--- config.mk ---
export PLATFORM = sky130hd
export DESIGN_NAME = daa_sequencer
export DESIGN_NICKNAME = d
export VERILOG_FILES = /design/src/rtl/daa_pkg.sv /design/src/rtl/daa_desc_pack.sv /design/src/rtl/daa_wait_timer.sv /design/src/rtl/daa_sequencer.sv
export SDC_FILE = /design/constraint.sdc
export NUM_CORES = 1
export LEC_CHECK = 0
export BUFFER_PORTS_ARGS = -buffer_cell sky130_fd_sc_hd__buf_2
export CAP_MARGIN = 20
export CORE_UTILIZATION = 47
export CTS_CLUSTER_SIZE = 30
export DETAILED_ROUTE_END_ITERATION = 10
export GPL_TIMING_DRIVEN = 1
export HOLD_SLACK_MARGIN = 0.12
export PLACE_DENSITY = 0.82
export SLEW_MARGIN = 20
export SYNTH_ARGS = -nofsm -noshare
export SYNTH_HDL_FRONTEND = slang
export SYNTH_HIERARCHICAL = 1
export SYNTH_SLANG_ARGS = --single-unit
--- constraint.sdc ---
create_clock -name clk -period 3.1 [get_ports clk]
set_input_delay 0.31 -clock clk [delete_from_list [all_inputs] [get_ports clk]]
set_output_delay 0.31 -clock clk [all_outputs]
set_load 0.005 [all_outputs]
--- src/rtl/daa_pkg.sv ---
package daa_pkg;
    localparam int SLOT_W = 5;
    localparam int ADDR_W = 7;
    localparam int TID_W  = 4;
    localparam int RST_W  = 4;
    localparam int LEN_W  = 16;

    localparam logic [RST_W-1:0] RSP_SUCCESS  = 4'h0;
    localparam logic [RST_W-1:0] RSP_ADDR_HDR = 4'h4;
    localparam logic [RST_W-1:0] RSP_NACK     = 4'h5;

    typedef enum logic [1:0] {
        ST_OK      = 2'd0,
        ST_IO_ERR  = 2'd1,
        ST_TIMEOUT = 2'd2,
        ST_NO_RES  = 2'd3
    } daa_status_e;

    typedef enum logic [3:0] {
        S_IDLE, S_SLOT, S_ADDR, S_PROG, S_ISSUE,
        S_WAIT, S_WDRAW, S_REPORT, S_RELEASE, S_FINISH
    } daa_state_e;

    typedef struct packed {
        daa_state_e        st;
        logic [SLOT_W-1:0] slot;
        logic [ADDR_W-1:0] addr;
        logic [TID_W-1:0]  tid;
        daa_status_e       status;
    } daa_regs_t;
endpackage

--- src/rtl/daa_desc_pack.sv ---
module daa_desc_pack
    import daa_pkg::*;
#(
    parameter logic [7:0] CCC_CODE = 8'h07
) (
    input  logic [TID_W-1:0]  tid,
    input  logic [SLOT_W-1:0] slot,
    output logic [63:0]       desc
);
    always_comb begin
        desc        = '0;
        desc[2:0]   = 3'b010;
        desc[6:3]   = tid;
        desc[14:7]  = CCC_CODE;
        desc[20:16] = slot;
        desc[29:26] = 4'd1;
        desc[30]    = 1'b1;
        desc[31]    = 1'b1;
    end
endmodule

--- src/rtl/daa_wait_timer.sv ---
module daa_wait_timer #(
    parameter int CNT_W = 16
) (
    input  logic             clk,
    input  logic             rst_n,
    input  logic             run,
    input  logic [CNT_W-1:0] limit,
    output logic             expired
);
    localparam logic [CNT_W-1:0] CNT_MAX = '1;

    logic [CNT_W-1:0] cnt_d, cnt_q;

    always_comb begin
        if (!run)                cnt_d = '0;
        else if (cnt_q == CNT_MAX) cnt_d = cnt_q;
        else                     cnt_d = cnt_q + 1'b1;
        expired = run && (cnt_q >= limit);
    end

    always_ff @(posedge clk) begin
        if (!rst_n) cnt_q <= '0;
        else        cnt_q <= cnt_d;
    end
endmodule

--- src/rtl/daa_sequencer.sv ---
module daa_sequencer
    import daa_pkg::*;
#(
    parameter int         CNT_W    = 16,
    parameter logic [7:0] CCC_CODE = 8'h07
) (
    input  logic              clk,
    input  logic              rst_n,
    input  logic              start,
    input  logic [CNT_W-1:0]  timeout_cycles,
    output logic              busy,
    output logic              done,
    output logic [1:0]        status,
    output logic              slot_req,
    input  logic              slot_gnt,
    input  logic              slot_ok,
    input  logic [SLOT_W-1:0] slot_idx,
    output logic              addr_req,
    input  logic              addr_gnt,
    input  logic              addr_ok,
    input  logic [ADDR_W-1:0] addr_val,
    output logic              tbl_wr,
    output logic              char_idx_clr,
    output logic [SLOT_W-1:0] tbl_wr_idx,
    output logic [ADDR_W-1:0] tbl_wr_addr,
    output logic              cmd_valid,
    input  logic              cmd_ready,
    output logic [63:0]       cmd_desc,
    input  logic              rsp_valid,
    input  logic [RST_W-1:0]  rsp_status,
    input  logic [LEN_W-1:0]  rsp_len,
    output logic              wd_req,
    input  logic              wd_ack,
    input  logic              wd_pending,
    output logic              assign_evt,
    output logic [ADDR_W-1:0] assign_addr,
    output logic              slot_free,
    output logic [SLOT_W-1:0] slot_free_idx
);
    daa_regs_t r_d, r_q;
    logic      tmo_expired;
    logic      end_code;

    daa_wait_timer #(.CNT_W(CNT_W)) u_timer (
        .clk     (clk),
        .rst_n   (rst_n),
        .run     (r_q.st == S_WAIT),
        .limit   (timeout_cycles),
        .expired (tmo_expired)
    );

    daa_desc_pack #(.CCC_CODE(CCC_CODE)) u_pack (
        .tid  (r_q.tid),
        .slot (r_q.slot),
        .desc (cmd_desc)
    );

    assign end_code = ((rsp_status == RSP_NACK) || (rsp_status == RSP_ADDR_HDR))
                      && (rsp_len == LEN_W'(1));

    always_comb begin
        r_d          = r_q;
        slot_req     = 1'b0;
        addr_req     = 1'b0;
        tbl_wr       = 1'b0;
        char_idx_clr = 1'b0;
        cmd_valid    = 1'b0;
        wd_req       = 1'b0;
        assign_evt   = 1'b0;
        slot_free    = 1'b0;
        done         = 1'b0;
        unique case (r_q.st)
            S_IDLE: begin
                if (start) begin
                    r_d.status = ST_OK;
                    r_d.st     = S_SLOT;
                end
            end
            S_SLOT: begin
                slot_req = 1'b1;
                if (slot_gnt) begin
                    if (slot_ok) begin
                        r_d.slot = slot_idx;
                        r_d.st   = S_ADDR;
                    end else begin
                        r_d.status = ST_NO_RES;
                        r_d.st     = S_FINISH;
                    end
                end
            end
            S_ADDR: begin
                addr_req = 1'b1;
                if (addr_gnt) begin
                    if (addr_ok) begin
                        r_d.addr = addr_val;
                        r_d.st   = S_PROG;
                    end else begin
                        r_d.status = ST_NO_RES;
                        r_d.st     = S_RELEASE;
                    end
                end
            end
            S_PROG: begin
                tbl_wr       = 1'b1;
                char_idx_clr = 1'b1;
                r_d.st       = S_ISSUE;
            end
            S_ISSUE: begin
                cmd_valid = 1'b1;
                if (cmd_ready) begin
                    r_d.tid = r_q.tid + 1'b1;
                    r_d.st  = S_WAIT;
                end
            end
            S_WAIT: begin
                if (rsp_valid) begin
                    if (rsp_status == RSP_SUCCESS) begin
                        r_d.st = S_REPORT;
                    end else begin
                        r_d.status = end_code ? ST_OK : ST_IO_ERR;
                        r_d.st     = S_RELEASE;
                    end
                end else if (tmo_expired) begin
                    r_d.st = S_WDRAW;
                end
            end
            S_WDRAW: begin
                wd_req = 1'b1;
                if (wd_ack) begin
                    if (wd_pending) begin
                        r_d.status = ST_TIMEOUT;
                        r_d.st     = S_RELEASE;
                    end else begin
                        r_d.st = S_WAIT;
                    end
                end
            end
            S_REPORT: begin
                assign_evt = 1'b1;
                slot_free  = 1'b1;
                r_d.st     = S_SLOT;
            end
            S_RELEASE: begin
                slot_free = 1'b1;
                r_d.st    = S_FINISH;
            end
            S_FINISH: begin
                done   = 1'b1;
                r_d.st = S_IDLE;
            end
            default: r_d.st = S_IDLE;
        endcase
    end

    always_ff @(posedge clk) begin
        if (!rst_n) begin
            r_q.st     <= S_IDLE;
            r_q.slot   <= '0;
            r_q.addr   <= '0;
            r_q.tid    <= '0;
            r_q.status <= ST_OK;
        end else begin
            r_q <= r_d;
        end
    end

    assign busy          = (r_q.st != S_IDLE);
    assign status        = r_q.status;
    assign tbl_wr_idx    = r_q.slot;
    assign tbl_wr_addr   = r_q.addr;
    assign slot_free_idx = r_q.slot;
    assign assign_addr   = r_q.addr;
endmodule

Word-level counts from Yosys, hierarchy flattened
Index checks and enable logic that the tools add are counted.
Widths: inputs -> output; s select.
{"block": "totals", "reg_bits": 38, "inputBits": 59, "out_inout_bits": 100, "elab_cells": 79}
{"block": "op_classes", "n_addsub": 2, "order_cmp": 1, "n_eq_ne": 24, "mux": 32, "n_reduce_logical": 14}
{"op": "$mux 4", "n": 10}
{"op": "$pmux 4 s9", "n": 1}
{"op": "$eq 4x3->1 const B", "n": 6}
{"op": "$ne 2x2->1 const B", "n": 10}
{"op": "$mux 2", "n": 9}
{"op": "$add 16x1->16 const B", "n": 1}
{"op": "$eq 16x1->1 const B", "n": 1}
{"op": "$eq 16x16->1 const B", "n": 1}
{"op": "$ge 16x16->1", "n": 1}
{"op": "$pmux 2 s5", "n": 1}
{"op": "$reduce_and 10->1", "n": 1}
{"op": "$mux 1", "n": 9}
{"op": "$mux 9", "n": 1}
{"op": "$eq 4x2->1 const B", "n": 2}
{"op": "$eq 4x4->1 const B", "n": 2}
{"op": "$logic_not 4->1", "n": 2}
{"op": "$reduce_and 3->1", "n": 2}
{"op": "$reduce_and 6->1", "n": 1}
{"op": "$mux 5", "n": 1}
{"op": "$reduce_bool 5->1", "n": 1}
{"op": "$add 4x1->4 const B", "n": 1}
{"op": "$eq 4x1->1 const B", "n": 1}
{"op": "$reduce_and 2->1", "n": 2}
{"op": "$reduce_bool 4->1", "n": 1}
{"op": "other kinds (4)", "n": 5}

Longest topological paths before layout
{"block": "logic_depth", "ltp_word": 7, "ltp_mapped": 10, "mapped_depth_nobuf": 10}

By module
Netlist, hierarchy kept.
{"mod": "daa_sequencer", "instances": 1, "cells_each": 179, "area_per_inst_um2": 1476.4, "seq_area_each_um2": 440.4}
{"mod": "daa_wait_timer", "instances": 1, "cells_each": 157, "area_per_inst_um2": 1226.2, "seq_area_each_um2": 320.3}
{"mod": "daa_desc_pack", "instances": 1, "cells_each": 66, "area_per_inst_um2": 488.0, "seq_area_each_um2": 0.0}

Least setup slack after synthesis
OpenSTA, ideal clock, no wires.
{"block": "synth_timing", "kind": "register -> register", "start": "reg u_timer.cnt_q[13]", "end": "reg r_q[21] in the netlist's numbering", "setup_time_ns": 0.074, "arrival_time_ns": 2.282, "required_ns": 3.026, "slack_ns": 0.744, "stages_incl_launch_ff": 10, "path_buffers": 0, "synth_period_minus_slack_ns": 2.356, "path_cell_list": "dfxtp_1 -> ha_1 -> nand4_1 -> or3_1 -> a221oi_1 -> o41a_1 -> nor2_1 -> a22o_1 -> or4_1 -> a31oi_1"}
{"block": "synth_via", "elab_chain_len": 4}
{"element": "from (decl)", "line": "daa_wait_timer.sv:12", "source": "logic [CNT_W-1:0] cnt_d, cnt_q;"}
{"element": "from (signal assigned)", "line": "daa_wait_timer.sv:23", "source": "else cnt_q <= cnt_d;"}
{"element": "$ge 16x16->1", "line": "daa_wait_timer.sv:18", "source": "expired = run && (cnt_q >= limit);"}
{"element": "$logic_and 1x1->1", "line": "daa_wait_timer.sv:18"}
{"element": "net tmo_expired", "line": "daa_sequencer.sv:41", "source": "logic tmo_expired;"}
{"element": "$ne 3x3->1 (no source line)"}
{"element": "$reduce_and 6->1 (no source line)"}
{"element": "to (signal assigned)", "line": "daa_sequencer.sv:163", "source": "r_q <= r_d;"}
{"element": "to (decl)", "line": "daa_sequencer.sv:40", "source": "daa_regs_t r_d, r_q;"}
The timed path passes the listed nets, and every way through them passes these cells.
A chain may end at the register's enable or synchronous reset.

Worst setup path after layout
Ends and elaborated chain as after synthesis.

==> flow_summary.ini <==
[outcome]
outcome = finished with violations
violations = design-rule violations

[finish]
fin_util_pct = 52.2
post_layout_nonfiller_instances = 542
fillers = 661
syn2layout_area_growth_pct = 5.57
mostFrequentLayoutCells = 103 x buf_2, 55 x conb_1, 38 x dfxtp_1, 29 x nor2_1
final_nets = 541
multi_input_area_sq_um = 1800
final_area_sq_um = 3370
layout_commonest_cell = buf_2
drive_above_1_share_pct = 26.0
seq_area_sq_um = 761
diodes = 0

[critical_path]
ff2ff_setup_slack_ns = 0.50
crit_type = reg -> reg
rr_endpoint = r_q[21]
end_kind = register
crit_path_start_kind = register
crit_arrival_ns = 2.83
reg2reg_depth = 9
reg2reg_from = u_timer/cnt_q[13]
path_max_fanout = 6
required_ns = 3.33

[routing]
ant_nets = 0
wirelength_microns = 6650
drt-pass1-iter-count = 10
via_per_inst = 5.13
post_drt_wl_per_cell_microns = 12.3
vias = 2781
drt_iter0_markers = 134
drc = 8

[global_routing]
grt_pass1_wl_microns = 10600
grt_use_total_pct = 18.1
grt_remaining_overflow = 0
antenna_found_initial = 0
grt_pass1_vias = 2334
grt_max_degree = 20

[sta]
finalCriticalPeriod_ns = 2.60
max-slew-margin-rel_pct = 53.4
rsz0062_at_grt = false
layout_setup_ws_ns = 0.500
clock_skew_ns = 0.00763
finalSetupViolations = 0
tightest_slew_ns = 0.693
finalMaxSlewViolations = 0
final_hold_viol_count = 0
max_freq_ghz = 0.385
tns_ns = 0
fin_crit_sh_pct = 83.9
fin_hold_ws_ns = 0.247

[yosys]
ys_warn_count = 6
synth_edf_count = 0
ys_seq_elements = 38
yosys.cell_types.count = 58
synthCells = 402
synth_ff_type = dfxtp_1
ys_seq_area_share_pct = 23.8
netlist_area_sq_um = 3190
avgSynthCellArea_sq_um = 7.94
async_flop_share_pct = 0

[pwr]
vdd_drop_max_uv = 245
finalPower_mw = 1.43
power.density_nw_per_um2 = 424
p_leak_nw = 1.72

[min_path]
min_to = assign_addr[5]
hold_depth = 3
worstHoldStart = addr_val[5]
hp-class = in -> reg

[clock_tree]
clock-sinks = 38
clk_latency_ns = 0.29
post_cts_buffers = 0
path_clk_slew_ns = 0.08
clockBufferDepth = 2
ctsHoldBuffers = 0
cts_resized = 0
cts_tree = built
htreeDepth = 2
cts_root_buf = clkbuf_8
numCtsBuffers = 5

[place]
place_ws_ns = 0.442
place_inst = 534
gp_congestion = 0.874
dp_hpwl_microns = 5180
placed_cell_area_sq_um = 3280
io_buffers = 103

[floorplanning]
die_w_microns = 84.4
core-area_sq_um = 6460
fp.dieH_microns = 84.4
io_pins = 159
fp.dieArea_sq_um = 7120
start_util_pct = 49.4
row_count = 29

[flow_run]
maxCapViolCount = 0
==> cell usage after synthesis, drive strengths merged (4+ instances only) <==
| master | number | area share [%] |
|---|---|---|
| a21oi | 18 | 2.8 |
| a31oi | 5 | 0.98 |
| and3 | 5 | 0.98 |
| buf | 99 | 23 |
| clkbuf | 4 | 0.47 |
| dfxtp | 38 | 24 |
| ha | 18 | 7.1 |
| inv | 24 | 2.8 |
| mux2i | 18 | 5.6 |
| nand2 | 23 | 2.7 |
| nand2b | 5 | 0.98 |
| nand3 | 14 | 2.2 |
| nand4 | 9 | 2.4 |
| nor2 | 29 | 3.4 |
| nor2b | 5 | 0.98 |
| nor3 | 11 | 1.9 |
| nor4 | 5 | 1.2 |
| o21ai | 15 | 2.4 |
| or3 | 7 | 1.4 |
==> worst max-delay path by stage <==
stage / start / endpoint / depth (start not counted)
floorplan: u_timer/cnt_q[13] / r_q[21] / 9
global placement: timeout_cycles[15] / r_q[21] / 11
detailed placement: timeout_cycles[15] / r_q[21] / 11
CTS: u_timer/cnt_q[13] / r_q[21] / 9
global route: u_timer/cnt_q[13] / r_q[21] / 9
finish: u_timer/cnt_q[13] / r_q[21] / 9
==> worst max-delay path: stages (launching register included) <==
cell and delay (ns):
dfxtp_1 0.36, ha_1 0.32, nand4_1 0.15, or3_1 0.39
a221oi_1 0.21, o41a_1 0.22, nor2_1 0.05, a22o_1 0.25
or4_1 0.44, a31oi_1 0.15
==> report_power, final <==
part           switching [mW]  total [mW]  internal (mW)
combinational           0.278       0.507          0.229
clock                   0.190       0.348          0.158
sequential             0.0496       0.574          0.524
==> layer usage <==
layer  vias up  share of wire [%]  GRT usage [%]
met2       125                 50           31.5
met3         4                6.8           2.75
met5         -                  0              0
met4         0               0.66           4.93
li1       1391                  -              -
met1      1261                 43           23.3
==> cell type report <==
class | count | share of cell area, %
clock inverter | 3 | 0.632
timing repair buffer | 105 | 15.8
tap | 77 | 2.86
multi-input combinational | 289 | 53.3
clock buffer | 5 | 2.04
inverter | 25 | 2.79
sequential | 38 | 22.6
==> state kept, by name, summed over array words and instances (netlist names) <==
register,flops
r_q,8
status,2
u_timer/cnt_q,16
slot_free_idx,5
assign_addr,7
==> cell families (layout without fill, tap and decap cells) <==
family | count (synthesis) | in the layout | synth area share [%]
DFF | 38 | 38 | 23.8
other | 2 | 55 | 0.235
xor gates and xnor gates | 5 | 5 | 1.37
muxes | 18 | 18 | 5.65
and+or+nand+nor | 126 | 126 | 21.5
adders and majority gates | 18 | 18 | 7.06
buffers and inverters | 128 | 138 | 26.1
AOI/OAI and AO/OA | 67 | 67 | 14.2
No activity file was read; power rests on OpenSTA's default activity.
